File: config.mk
export PLATFORM = sky130hd
export DESIGN_NAME = rcf_flag_reg
export DESIGN_NICKNAME = d
export VERILOG_FILES = /design/src/rtl/rcf_pkg.sv /design/src/rtl/rcf_fault_detect.sv /design/src/rtl/rcf_cause_arb.sv /design/src/rtl/rcf_release_timer.sv /design/src/rtl/rcf_flag_reg.sv
export SDC_FILE = /design/constraint.sdc
export NUM_CORES = 1
export LEC_CHECK = 0
export CORE_MARGIN = 2
export CORE_UTILIZATION = 40
export CTS_CLUSTER_DIAMETER = 100
export DETAILED_ROUTE_END_ITERATION = 8
export DONT_BUFFER_PORTS = 1
export PLACE_DENSITY = 0.59
export SLEW_MARGIN = 20
export SYNTH_ARGS = -nofsm -noshare
export SYNTH_HDL_FRONTEND = slang
export SYNTH_SLANG_ARGS = --single-unit
File: constraint.sdc
create_clock -name clk -period 4.85 [get_ports clk]
set_input_delay 0.2425 -clock clk [delete_from_list [all_inputs] [get_ports clk]]
set_output_delay 0.2425 -clock clk [all_outputs]
set_load 0.01 [all_outputs]
File: src/rtl/rcf_pkg.sv
package rcf_pkg;

  localparam int FLAG_W    = 8;
  localparam int SOFT_BIT  = 7;
  localparam int PIN_BIT   = 6;
  localparam int FAULT_BIT = 5;
  localparam int ZERO_BIT  = 1;
  localparam int N_CAUSE   = 5;

  typedef enum logic [2:0] {
    RC_NONE  = 3'd0,
    RC_POWER = 3'd1,
    RC_PIN   = 3'd2,
    RC_SOFT  = 3'd3,
    RC_FAULT = 3'd4,
    RC_OTHER = 3'd5
  } rcause_e;

  // request index order equals precedence: 0 is served first
  function automatic rcause_e idx_to_cause(input int idx);
    case (idx)
      0:       return RC_POWER;
      1:       return RC_PIN;
      2:       return RC_SOFT;
      3:       return RC_FAULT;
      4:       return RC_OTHER;
      default: return RC_NONE;
    endcase
  endfunction

  // retention pattern applied by each reset cause
  function automatic logic [FLAG_W-1:0] reset_pattern(input logic [FLAG_W-1:0] cur,
                                                      input rcause_e c);
    logic [FLAG_W-1:0] r;
    r = '0;
    case (c)
      RC_POWER: r = '0;
      RC_PIN: begin
        r[SOFT_BIT] = cur[SOFT_BIT];
        r[PIN_BIT]  = 1'b1;
      end
      RC_SOFT: begin
        r[SOFT_BIT] = 1'b1;
        r[PIN_BIT]  = cur[PIN_BIT];
      end
      RC_FAULT: begin
        r[SOFT_BIT]  = cur[SOFT_BIT];
        r[PIN_BIT]   = cur[PIN_BIT];
        r[FAULT_BIT] = 1'b1;
      end
      RC_OTHER: begin
        r[SOFT_BIT]  = cur[SOFT_BIT];
        r[PIN_BIT]   = cur[PIN_BIT];
        r[FAULT_BIT] = cur[FAULT_BIT];
      end
      default: r = cur;
    endcase
    return r;
  endfunction

  // software write view: the read-only bit never stores a one
  function automatic logic [FLAG_W-1:0] sw_write(input logic [FLAG_W-1:0] d);
    logic [FLAG_W-1:0] r;
    r = d;
    r[ZERO_BIT] = 1'b0;
    return r;
  endfunction

endpackage

File: src/rtl/rcf_fault_detect.sv
module rcf_fault_detect #(
  parameter int AW          = 16,
  parameter int FLASH_BYTES = 32768
) (
  input  logic          clk,
  input  logic          rst_n,
  input  logic          fetch_valid,
  input  logic [AW-1:0] fetch_addr,
  input  logic          fault_irq_en,
  input  logic          dbg_mode,
  input  logic          dbg_reset_en,
  output logic          fault_reset,
  output logic          fault_flag_only,
  output logic          hf_reset_req
);

  localparam logic [AW:0] LIMIT = (AW+1)'(FLASH_BYTES);

  logic beyond_flash;
  logic fault_seen;
  logic dbg_suppress;

  assign beyond_flash    = fetch_valid && ({1'b0, fetch_addr} >= LIMIT);
  assign fault_seen      = beyond_flash && !fault_irq_en;
  assign dbg_suppress    = dbg_mode && !dbg_reset_en;
  assign fault_reset     = fault_seen && !dbg_suppress;
  assign fault_flag_only = fault_seen && dbg_suppress;

  always_ff @(posedge clk or negedge rst_n) begin
    if (!rst_n) hf_reset_req <= 1'b0;
    else        hf_reset_req <= fault_reset;
  end

  // a detected fault requests a reset on the next cycle
  a_r5_req_follows: assert property (@(posedge clk) disable iff (!rst_n)
    fault_reset |=> hf_reset_req);
  // a debug-suppressed fault never requests a reset
  a_r6_dbg_no_req: assert property (@(posedge clk) disable iff (!rst_n)
    fault_flag_only |=> !hf_reset_req);
  // no fetch, no request
  a_r7_idle_no_req: assert property (@(posedge clk) disable iff (!rst_n)
    !fetch_valid |=> !hf_reset_req);

endmodule

File: src/rtl/rcf_cause_arb.sv
module rcf_cause_arb
  import rcf_pkg::*;
(
  input  logic               clk,
  input  logic               rst_n,
  input  logic [N_CAUSE-1:0] req_vec,
  output logic [N_CAUSE-1:0] gnt_vec,
  output logic               any_evt,
  output rcause_e            cause
);

  logic taken;

  always_comb begin
    taken = 1'b0;
    for (int i = 0; i < N_CAUSE; i++) begin
      gnt_vec[i] = req_vec[i] && !taken;
      taken      = taken | req_vec[i];
    end
  end

  assign any_evt = |req_vec;

  always_comb begin
    cause = RC_NONE;
    for (int i = N_CAUSE - 1; i >= 0; i--) begin
      if (gnt_vec[i]) cause = idx_to_cause(i);
    end
  end

  // a single winner at a time
  a_r8_single_grant: assert property (@(posedge clk) disable iff (!rst_n)
    $onehot0(gnt_vec));
  // power-on beats every other cause
  a_r8_power_first: assert property (@(posedge clk) disable iff (!rst_n)
    req_vec[0] |-> cause == RC_POWER);
  // pin beats software, fault and other
  a_r8_pin_over_soft: assert property (@(posedge clk) disable iff (!rst_n)
    (req_vec[1] && !req_vec[0]) |-> cause == RC_PIN);

endmodule

File: src/rtl/rcf_release_timer.sv
module rcf_release_timer #(
  parameter int RELEASE_CYCLES = 3
) (
  input  logic clk,
  input  logic rst_n,
  input  logic load,
  output logic ready
);

  localparam int CW = (RELEASE_CYCLES < 2) ? 1 : $clog2(RELEASE_CYCLES + 1);
  localparam logic [CW-1:0] RELOAD = CW'(RELEASE_CYCLES);

  logic [CW-1:0] cnt_q;

  always_ff @(posedge clk or negedge rst_n) begin
    if (!rst_n)              cnt_q <= '0;
    else if (load)           cnt_q <= RELOAD;
    else if (cnt_q != '0)    cnt_q <= cnt_q - 1'b1;
  end

  assign ready = (cnt_q == '0);

  // a reset event reloads the lock window
  a_r11_reload: assert property (@(posedge clk) disable iff (!rst_n)
    load |=> cnt_q == RELOAD);
  // the window only counts down while no event arrives
  a_r11_countdown: assert property (@(posedge clk) disable iff (!rst_n)
    (!load && !ready) |=> cnt_q == $past(cnt_q) - 1'b1);

endmodule

File: src/rtl/rcf_flag_reg.sv
module rcf_flag_reg
  import rcf_pkg::*;
#(
  parameter int AW             = 16,
  parameter int FLASH_BYTES    = 32768,
  parameter int RELEASE_CYCLES = 3
) (
  input  logic          clk,
  input  logic          rst_n,
  input  logic          por_evt,
  input  logic          pin_evt,
  input  logic          soft_evt,
  input  logic          other_evt,
  input  logic          fetch_valid,
  input  logic [AW-1:0] fetch_addr,
  input  logic          fault_irq_en,
  input  logic          dbg_mode,
  input  logic          dbg_reset_en,
  output logic          hf_reset_req,
  input  logic          wr_en,
  input  logic [7:0]    wr_data,
  output logic [7:0]    rd_data,
  output logic          sw_ready
);

  logic               fault_reset;
  logic               fault_flag_only;
  logic [N_CAUSE-1:0] req_vec;
  logic [N_CAUSE-1:0] gnt_vec;
  logic               any_evt;
  rcause_e            cause;
  logic               wr_accept;
  logic [FLAG_W-1:0]  flags_q;
  logic [FLAG_W-1:0]  flags_d;

  rcf_fault_detect #(
    .AW          (AW),
    .FLASH_BYTES (FLASH_BYTES)
  ) u_detect (
    .clk             (clk),
    .rst_n           (rst_n),
    .fetch_valid     (fetch_valid),
    .fetch_addr      (fetch_addr),
    .fault_irq_en    (fault_irq_en),
    .dbg_mode        (dbg_mode),
    .dbg_reset_en    (dbg_reset_en),
    .fault_reset     (fault_reset),
    .fault_flag_only (fault_flag_only),
    .hf_reset_req    (hf_reset_req)
  );

  // precedence order: power-on, pin, software, fault, other
  assign req_vec = {other_evt, fault_reset, soft_evt, pin_evt, por_evt};

  rcf_cause_arb u_arb (
    .clk     (clk),
    .rst_n   (rst_n),
    .req_vec (req_vec),
    .gnt_vec (gnt_vec),
    .any_evt (any_evt),
    .cause   (cause)
  );

  rcf_release_timer #(
    .RELEASE_CYCLES (RELEASE_CYCLES)
  ) u_timer (
    .clk   (clk),
    .rst_n (rst_n),
    .load  (any_evt),
    .ready (sw_ready)
  );

  assign wr_accept = wr_en && sw_ready && !any_evt;

  always_comb begin
    flags_d = flags_q;
    if (any_evt) begin
      flags_d = reset_pattern(flags_q, cause);
    end else begin
      if (wr_accept)       flags_d = sw_write(wr_data);
      if (fault_flag_only) flags_d[FAULT_BIT] = 1'b1;
    end
  end

  always_ff @(posedge clk or negedge rst_n) begin
    if (!rst_n) flags_q <= '0;
    else        flags_q <= flags_d;
  end

  assign rd_data = flags_q;

  // power-on clears everything
  a_r1_por_clears: assert property (@(posedge clk) disable iff (!rst_n)
    por_evt |=> rd_data == 8'h00);
  // software reset pattern
  a_r2_soft_pattern: assert property (@(posedge clk) disable iff (!rst_n)
    (cause == RC_SOFT) |=> (rd_data[7] && rd_data[5:0] == 6'd0
                            && rd_data[6] == $past(rd_data[6])));
  // pin reset pattern
  a_r3_pin_pattern: assert property (@(posedge clk) disable iff (!rst_n)
    (cause == RC_PIN) |=> (rd_data[6] && rd_data[5:0] == 6'd0
                           && rd_data[7] == $past(rd_data[7])));
  // other reset keeps the upper three flags
  a_r4_other_keeps: assert property (@(posedge clk) disable iff (!rst_n)
    (cause == RC_OTHER) |=> (rd_data[7:5] == $past(rd_data[7:5])
                             && rd_data[4:0] == 5'd0));
  // hard-fault reset sets its flag
  a_r5_fault_flag: assert property (@(posedge clk) disable iff (!rst_n)
    (cause == RC_FAULT) |=> (rd_data[5] && rd_data[7:6] == $past(rd_data[7:6])));
  // read-only bit
  a_r9_bit1_zero: assert property (@(posedge clk) disable iff (!rst_n)
    rd_data[ZERO_BIT] == 1'b0);
  // locked writes leave the byte alone
  a_r11_locked_hold: assert property (@(posedge clk) disable iff (!rst_n)
    (!sw_ready && !any_evt && !fault_flag_only) |=> $stable(rd_data));
  // hardware set beats a concurrent write
  a_r12_hw_wins: assert property (@(posedge clk) disable iff (!rst_n)
    (fault_flag_only && !any_evt) |=> rd_data[FAULT_BIT]);

endmodule

# Word-level counts from Yosys, hierarchy flattened
# Cells that the tools add are included.
# word_totals
output_inout_bits,10
ff_bits,11
input_bits,35
wordCells,66
# op_classes
eq_ne,11
order_cmp,1
muxes,13
n_reduce_logical,31
n_addsub,1
bitwise_logic,3
# op_table
op,count
16-bit greater-or-equal comparator (second input constant),1
8-bit two-way mux,2
3-bit two-way mux,5
1-bit logical AND,11
5-bit OR reduction,2
1-bit logical NOT,8
3-bit by 2-bit equality test with 1-bit output (second input constant),2
3-bit equality test (second input constant),2
2-bit inequality test (second input constant),3
3-bit by 1-bit inequality test with 1-bit output (second input constant),2
2-bit case mux with 3 select lines,1
3-bit AND reduction,2
2-bit nonzero test,3
5-bit two-way mux,1
2-bit two-way mux,2
2-bit AND reduction,2
3-bit by 1-bit equality test with 1-bit output (second input constant),1
3-bit by 2-bit inequality test with 1-bit output (second input constant),1
1-bit bitwise OR,3
3-bit nonzero test,1
3-bit OR reduction,1
2-bit logical NOT,1
1-bit case mux with 2 select lines,1
2-bit by 1-bit subtractor with 2-bit output (second input constant),1
1-bit two-way mux,1

# Logic depth before layout (Yosys ltp)
# Gate-level depths: netlist of run 1.
# logic_depth
word_depth,16
mapped_depth,7
ltp_nobuf,6

# Cells and area by module
# Synthesis of run 1 repeated with hierarchy kept, for this count alone.
# unflattened
hier_cells,61
area_unflattened_um2,611.8
# modules_own_cells
module,cells_per_inst,n_inst,area_per_inst_um2
rcf_flag_reg,33,1,366.6
rcf_release_timer,9,1,97.6
rcf_cause_arb,14,1,81.3
rcf_fault_detect,5,1,66.3

# Worst setup path after synthesis of run 1
# OpenSTA, ideal clock, no wires.
# synth_timing
kind,register to register
startpoint,register u_timer.cnt_q[0]
endpoint,"register flags_q[6], in the netlist rd_data[6]"
setup_ps,126
slack_ps,3230
period_less_slack_ps,1620
path_stages_with_launch,7
n_path_buf,1
t_required_ps,4724
arrival_ps,1494
path_cell_list,dfrtp_1 > inv_1 > ha_1 > buf_4 > nand2_2 > mux2_2 > o311a_1
# synth_between
elab_chain_len,5
# synth_lines
item,line,text
"start, declared",rcf_release_timer.sv:13,logic [CW-1:0] cnt_q;
"start signal, assigned",rcf_release_timer.sv:18,else if (cnt_q != '0) cnt_q <= cnt_q - 1'b1;
2-bit logical NOT,rcf_release_timer.sv:21,assign ready = (cnt_q == '0);
via sw_ready,rcf_flag_reg.sv:23,output logic sw_ready
1-bit logical AND (2 in a row),rcf_flag_reg.sv:73,assign wr_accept = wr_en && sw_ready && !any_evt;
2-bit nonzero test (no line),n/a,
3-bit AND reduction (no line),n/a,
"end signal, assigned",rcf_flag_reg.sv:87,else flags_q <= flags_d;
"end, declared",rcf_flag_reg.sv:33,logic [FLAG_W-1:0] flags_q;
# The timed path passes the listed nets, and every way through them passes these cells.
# A chain may end at the register's enable or synchronous reset.

# Final worst setup path of run 1
# Same ends and word-level chain as after synthesis.

==> reports/metrics.cfg, run 1 <==
[die]
initial_utilization_pct = 42.4
die_width_um = 41.1
fp-row-count = 13
die-area_um2 = 1690
core_area_um2 = 1300
io_pins = 45
die_h_um = 41.1

[routing]
vias = 403
drt-vias-per-instance = 5.45
drtPass1Iterations = 2
ant_nets = 0
wl_met1_um = 448
dr_wl_met3_um = 102
dr_wl_met2_um = 445
avgRoutedWirePerCell_um = 13.5
first_iter_violations = 5
remaining_drc_errors = 0
drt_wl_total_um = 997
maxUsedRoutingLayer = met3

[layout]
drive_above_1_share_pct = 25.4
fin_util_pct = 46.3
nets = 96
area_growth_syn_to_layout_pct = 9.07
diodes = 0
finish.instance_area_um2 = 602
fin_cells = 74

[logic_synthesis]
synthTopCellsByArea = dfrtp_1 45%, a21oi_2 7.9%, nand2_1 4.8%, nand3_1 4.5%, mux2_2 4.1%
ys_types = 25
synthFlopType = dfrtp_1
yosys-top-cells-count = 10 x dfrtp_1, 7 x nand2_1, 5 x a21oi_2, 5 x nand3_1, 4 x inv_1
yosysTopAreaCell = dfrtp_1
synth.most_common_cell = dfrtp_1
yosysTopAreaCellShare_pct = 45.4
syn-num-nets = 92
synth-seq-area-share_pct = 45.4
async_flop_share_pct = 100
ys_ff_latch = 10
yosysWarnings = 0
netlist_instances = 56
synth-edff-count = 0
synth_area_um2 = 552
postSynthAreaPerCell_um2 = 9.85

[setup_path]
critPathArrivalTime_ns = 1.92
crit_type = flip-flop to flip-flop
critPathLaunchType = flip-flop
critical_path_required_ns = 4.99
max_stage_delay_ns = 0.41
ff2ff_path_depth = 5
end_kind = flip-flop
ff2ff_setup_slack_ns = 3.07
crit_slowest_cell = ha_1
path_cells = inv_1, ha_1, nand2_2, mux2_2, o311a_1
crit_fanout = 9

[clocking]
ctsHoldBuffers = 1
ctsRootBufferMaster = clkbuf_4
ctsHtreeMaxLevel = 1
cts_made_buffers = 3
cts_resized = 0
cts_buffer_depth = 2
cts_setup_buffers = 0
cts.clk_slew.worst_paths_ns = 0.07
clk_latency_ns = 0.26
clkSinkCount = 10
cts_tree = done

[timing]
timing.hold.ws_ns = 0.0400
hold_viol = 0
slew_violations = 0
setup_violations = 0
tns_ns = 0
clock.fmax_ghz = 0.563
finalCriticalPeriod_ns = 1.78
fin_ws_ns = 3.07
finalCritPeriodShare_pct = 36.6
rsz0062_at_grt = no
clock_skew_ns = 0.00188

[power_and_ir_drop]
power_frac_comb_pct = 6.4
power_mw = 0.172
peakVddDrop_uv = 163
clockPowerShare_pct = 42.6
swShare_pct = 20.6
powerDensity_nw_per_um2 = 285
internal_power_mw = 0.136
p_leak_nw = 0.247
switchingPower_mw = 0.0354
seqPwrFrac_pct = 51.0

[hold_path]
hold-path-cell-count = 1
hold_path_class = input port to flip-flop

[global_route]
grt_pass1_vias = 348
grt_usage_pct = 13.7
grt_max_degree = 11
antenna_found_initial = 0
overflow = 0
grt_first_pass_wirelength_um = 1390

[place]
port_buffers = 0
pre_cts_ws_ns = 3.06
place_congestion = 0.598
placedCellCount = 69
dpl.hpwl_um = 791
postPlaceCellArea_um2 = 556

[run]
cap_viol_max_count = 0

[run_status]
status = finished, final reports clean

==> state kept, by name (all words and copies together) (netlist names) <==
name and cells:
rd_data 7, u_detect.hf_reset_req 1, u_timer.cnt_q 2
==> cells by family (layout without fill, tap and decap cells) <==
logic type,Yosys count,in the layout,synth area share (%)
AO/OA/AOI/OAI,13,13,18.4
XOR/XNOR,1,1,1.59
adder cells (fa/ha/maj),1,1,2.27
buffers and inverters,6,9,5.44
flip-flops,10,10,45.4
multiplexers,2,2,4.08
other,1,1,0.680
AND/OR/NAND/NOR,22,22,22.2
==> critical path: cells and delay by family (launching register included) <==
kind            cells  cell delay, ns
fa+ha+maj           1            0.41
simple gates        1            0.21
buf+inv             1            0.06
flops               1            0.39
compound gates      1            0.28
mux                 1            0.31
==> power groups by stage <==
| stage | Sequential, mW | Clock, mW | Combinational, mW |
|---|---|---|---|
| detailed placement | 0.0891 | 0 | 0.00904 |
| finish | 0.0874 | 0.0731 | 0.0110 |
| CTS | 0.0875 | 0.0755 | 0.0113 |
| floorplan | 0.0887 | 0 | 0.00867 |
| global placement | 0.0891 | 0 | 0.00889 |
| global route | 0.0877 | 0.0793 | 0.0128 |
==> per-layer routing <==
layer	vias up	global-route usage [%]
met5	-	0
met4	0	7.26
met3	0	6.52
met2	21	20.7
met1	177	15.8
li1	205	-
==> final cells by class <==
type / count / area (um2)
Multi-Input combinational cell: 40 / 272
Inverter: 4 / 15.0
Fill cell: 127 / 699
Sequential cell: 10 / 250
Tap cell: 15 / 18.8
Clock buffer: 4 / 36.3
Timing Repair Buffer: 1 / 10.0
==> worst paths after layout <==
kind,end,start
setup / recovery,rd_data[6]$_DFFE_PN0P_,u_timer.cnt_q[0]$_DFFE_PN0P_
hold / removal,rd_data[7]$_DFFE_PN0P_,por_evt
setup reg to reg,rd_data[6]$_DFFE_PN0P_,u_timer.cnt_q[0]$_DFFE_PN0P_
hold reg to reg,u_timer.cnt_q[0]$_DFFE_PN0P_,u_timer.cnt_q[0]$_DFFE_PN0P_
max in group asynchronous,rd_data[6]$_DFFE_PN0P_,rst_n
min in group asynchronous,rd_data[2]$_DFFE_PN0P_,rst_n
==> layout by cell type, fill, tap and decap left out, types with 2 or more instances in the layout <==
cell,instances
a21oi_1,2
a21oi_2,5
clkbuf_4,3
dfrtp_1,10
inv_1,4
mux2_2,2
nand2_1,7
nand3_1,5
o31ai_1,2
or3_4,2
No activity file was read; power rests on OpenSTA's default activity.
==> run 2, diff against run 1 <==
Settings changed: PLACE_DENSITY 0.59 to 0.61.
Clock period 4.85 ns to 1.4 ns, I/O delays scaled along.
==> reports/metrics.cfg, run 2 (same netlist as run 1, synthesis figures left out) <==
[clocking]
ctsHtreeMaxLevel = 1
cts.clk_slew.worst_paths_ns = 0.07
cts_buffer_depth = 2
clk_latency_ns = 0.27
clkSinkCount = 10
ctsRootBufferMaster = clkbuf_4
cts_tree = done
cts_made_buffers = 3

[hold_path]
hold_path_class = input port to flip-flop
min_to = rd_data[2]$_DFFE_PN0P_
hold_start = other_evt
hold-path-cell-count = 2

[setup_path]
r2r-end = rd_data[6]$_DFFE_PN0P_
r2r-start = u_timer.cnt_q[0]$_DFFE_PN0P_
ff2ff_path_depth = 5
critPathArrivalTime_ns = 1.55
crit_fanout = 4
critical_path_required_ns = 1.60
crit_type = input port to flip-flop
end_kind = flip-flop
critPathLaunchType = input port
ff2ff_setup_slack_ns = 0.05

[global_route]
grt_pass1_vias = 488
overflow = 0
antenna_found_initial = 0
grt_max_degree = 11
grt_usage_pct = 18.2
grt_first_pass_wirelength_um = 1860

[power_and_ir_drop]
powerDensity_nw_per_um2 = 842
p_leak_nw = 0.315
power_mw = 0.636
peakVddDrop_uv = 637

[layout]
finish.instance_area_um2 = 756
fin_cells = 88
diodes = 0
area_growth_syn_to_layout_pct = 37.0
final_cell_mix = 12 x dlygate4sd3_1, 10 x dfrtp_1, 7 x nand2_1
drive_above_1_share_pct = 28.8
layout_commonest_cell = dlygate4sd3_1
fillers = 114
nets = 110
fin_util_pct = 58.1
largest_reg_flops = 7

[timing]
finalCritPeriodShare_pct = 96.6
fin_ws_ns = 0.0474
timing.hold.ws_ns = 0.0104
setup_violations = 0
tns_ns = 0
slew_violations = 0
clock_skew_ns = 0.00357
hold_viol = 0
clock.fmax_ghz = 0.739
finalCriticalPeriod_ns = 1.35

[run]
cap_viol_max_count = 0

[place]
postPlaceCellArea_um2 = 578
dpl.hpwl_um = 899
port_buffers = 0
place_congestion = 0.670
pre_cts_ws_ns = -0.00561
placedCellCount = 71

[die]
initial_utilization_pct = 42.4
io_pins = 45
die_width_um = 41.1
die-area_um2 = 1690
fp-row-count = 13
die_h_um = 41.1
core_area_um2 = 1300

[routing]
drtPass1Iterations = 4
drt-vias-per-instance = 5.67
first_iter_violations = 11
avgRoutedWirePerCell_um = 16.3
drt_wl_total_um = 1440
vias = 499
remaining_drc_errors = 0
ant_nets = 0

[run_status]
status = finished, final reports clean

run 2: timing repair:
item / in CTS / in global routing
setup endpoints to repair: 1 / 3
pin swaps: 0 / 2
gates resized for setup: 0 / 4
endpoints found under the hold margin: 20 / 0
hold buffers: 12 / 0
gates cloned: 0 / 0
setup buffers: 1 / 0
run 2: area by class of cell:
type	instances	area, um2	area share, %
multi-input combinational	40	293	38.7
sequential	10	250	33.1
timing repair buffer	15	143	18.9
clock buffer	4	36.3	4.80
tap	15	18.8	2.48
inverter	4	15.0	1.99
run 2: routing by layer:
metal  global-route usage (%)  share of wire [%]  wire length (um)  vias to the layer above
met5                        0                  0                 0                        -
met4                     12.9                1.6                23                        0
met3                     5.43                7.4               106                        4
met2                     34.8                 53               766                       28
met1                     15.5                 38               540                      233
li1                         -                  -                 -                      234
run 2: worst max path at each step:
stage,slack [ns],end,startpoint
after floorplan,-0.11,rd_data[6]$_DFFE_PN0P_,u_timer.cnt_q[0]$_DFFE_PN0P_
after global placement,0.02,rd_data[6]$_DFFE_PN0P_,u_timer.cnt_q[0]$_DFFE_PN0P_
after detailed placement,-0.006,rd_data[6]$_DFFE_PN0P_,u_timer.cnt_q[0]$_DFFE_PN0P_
after CTS,0.009,rd_data[6]$_DFFE_PN0P_,u_timer.cnt_q[0]$_DFFE_PN0P_
after global routing,-0.0001,rd_data[6]$_DFFE_PN0P_,u_timer.cnt_q[1]$_DFFE_PN0P_
final,0.05,rd_data[4]$_DFFE_PN0P_,por_evt
run 2: power by group:
part / leakage (nW) / internal [mW] / switching [mW]
Clock: 0.0210 / 0.158 / 0.104
Combinational: 0.167 / 0.0414 / 0.0302
Sequential: 0.127 / 0.295 / 0.00791
Total: 0.315 / 0.495 / 0.142
run 2: worst max-delay path, stage by stage:
cell and delay [ns]:
dlygate4sd3_1 0.56, or3_4 0.40, or3_4 0.38, a21oi_2 0.13
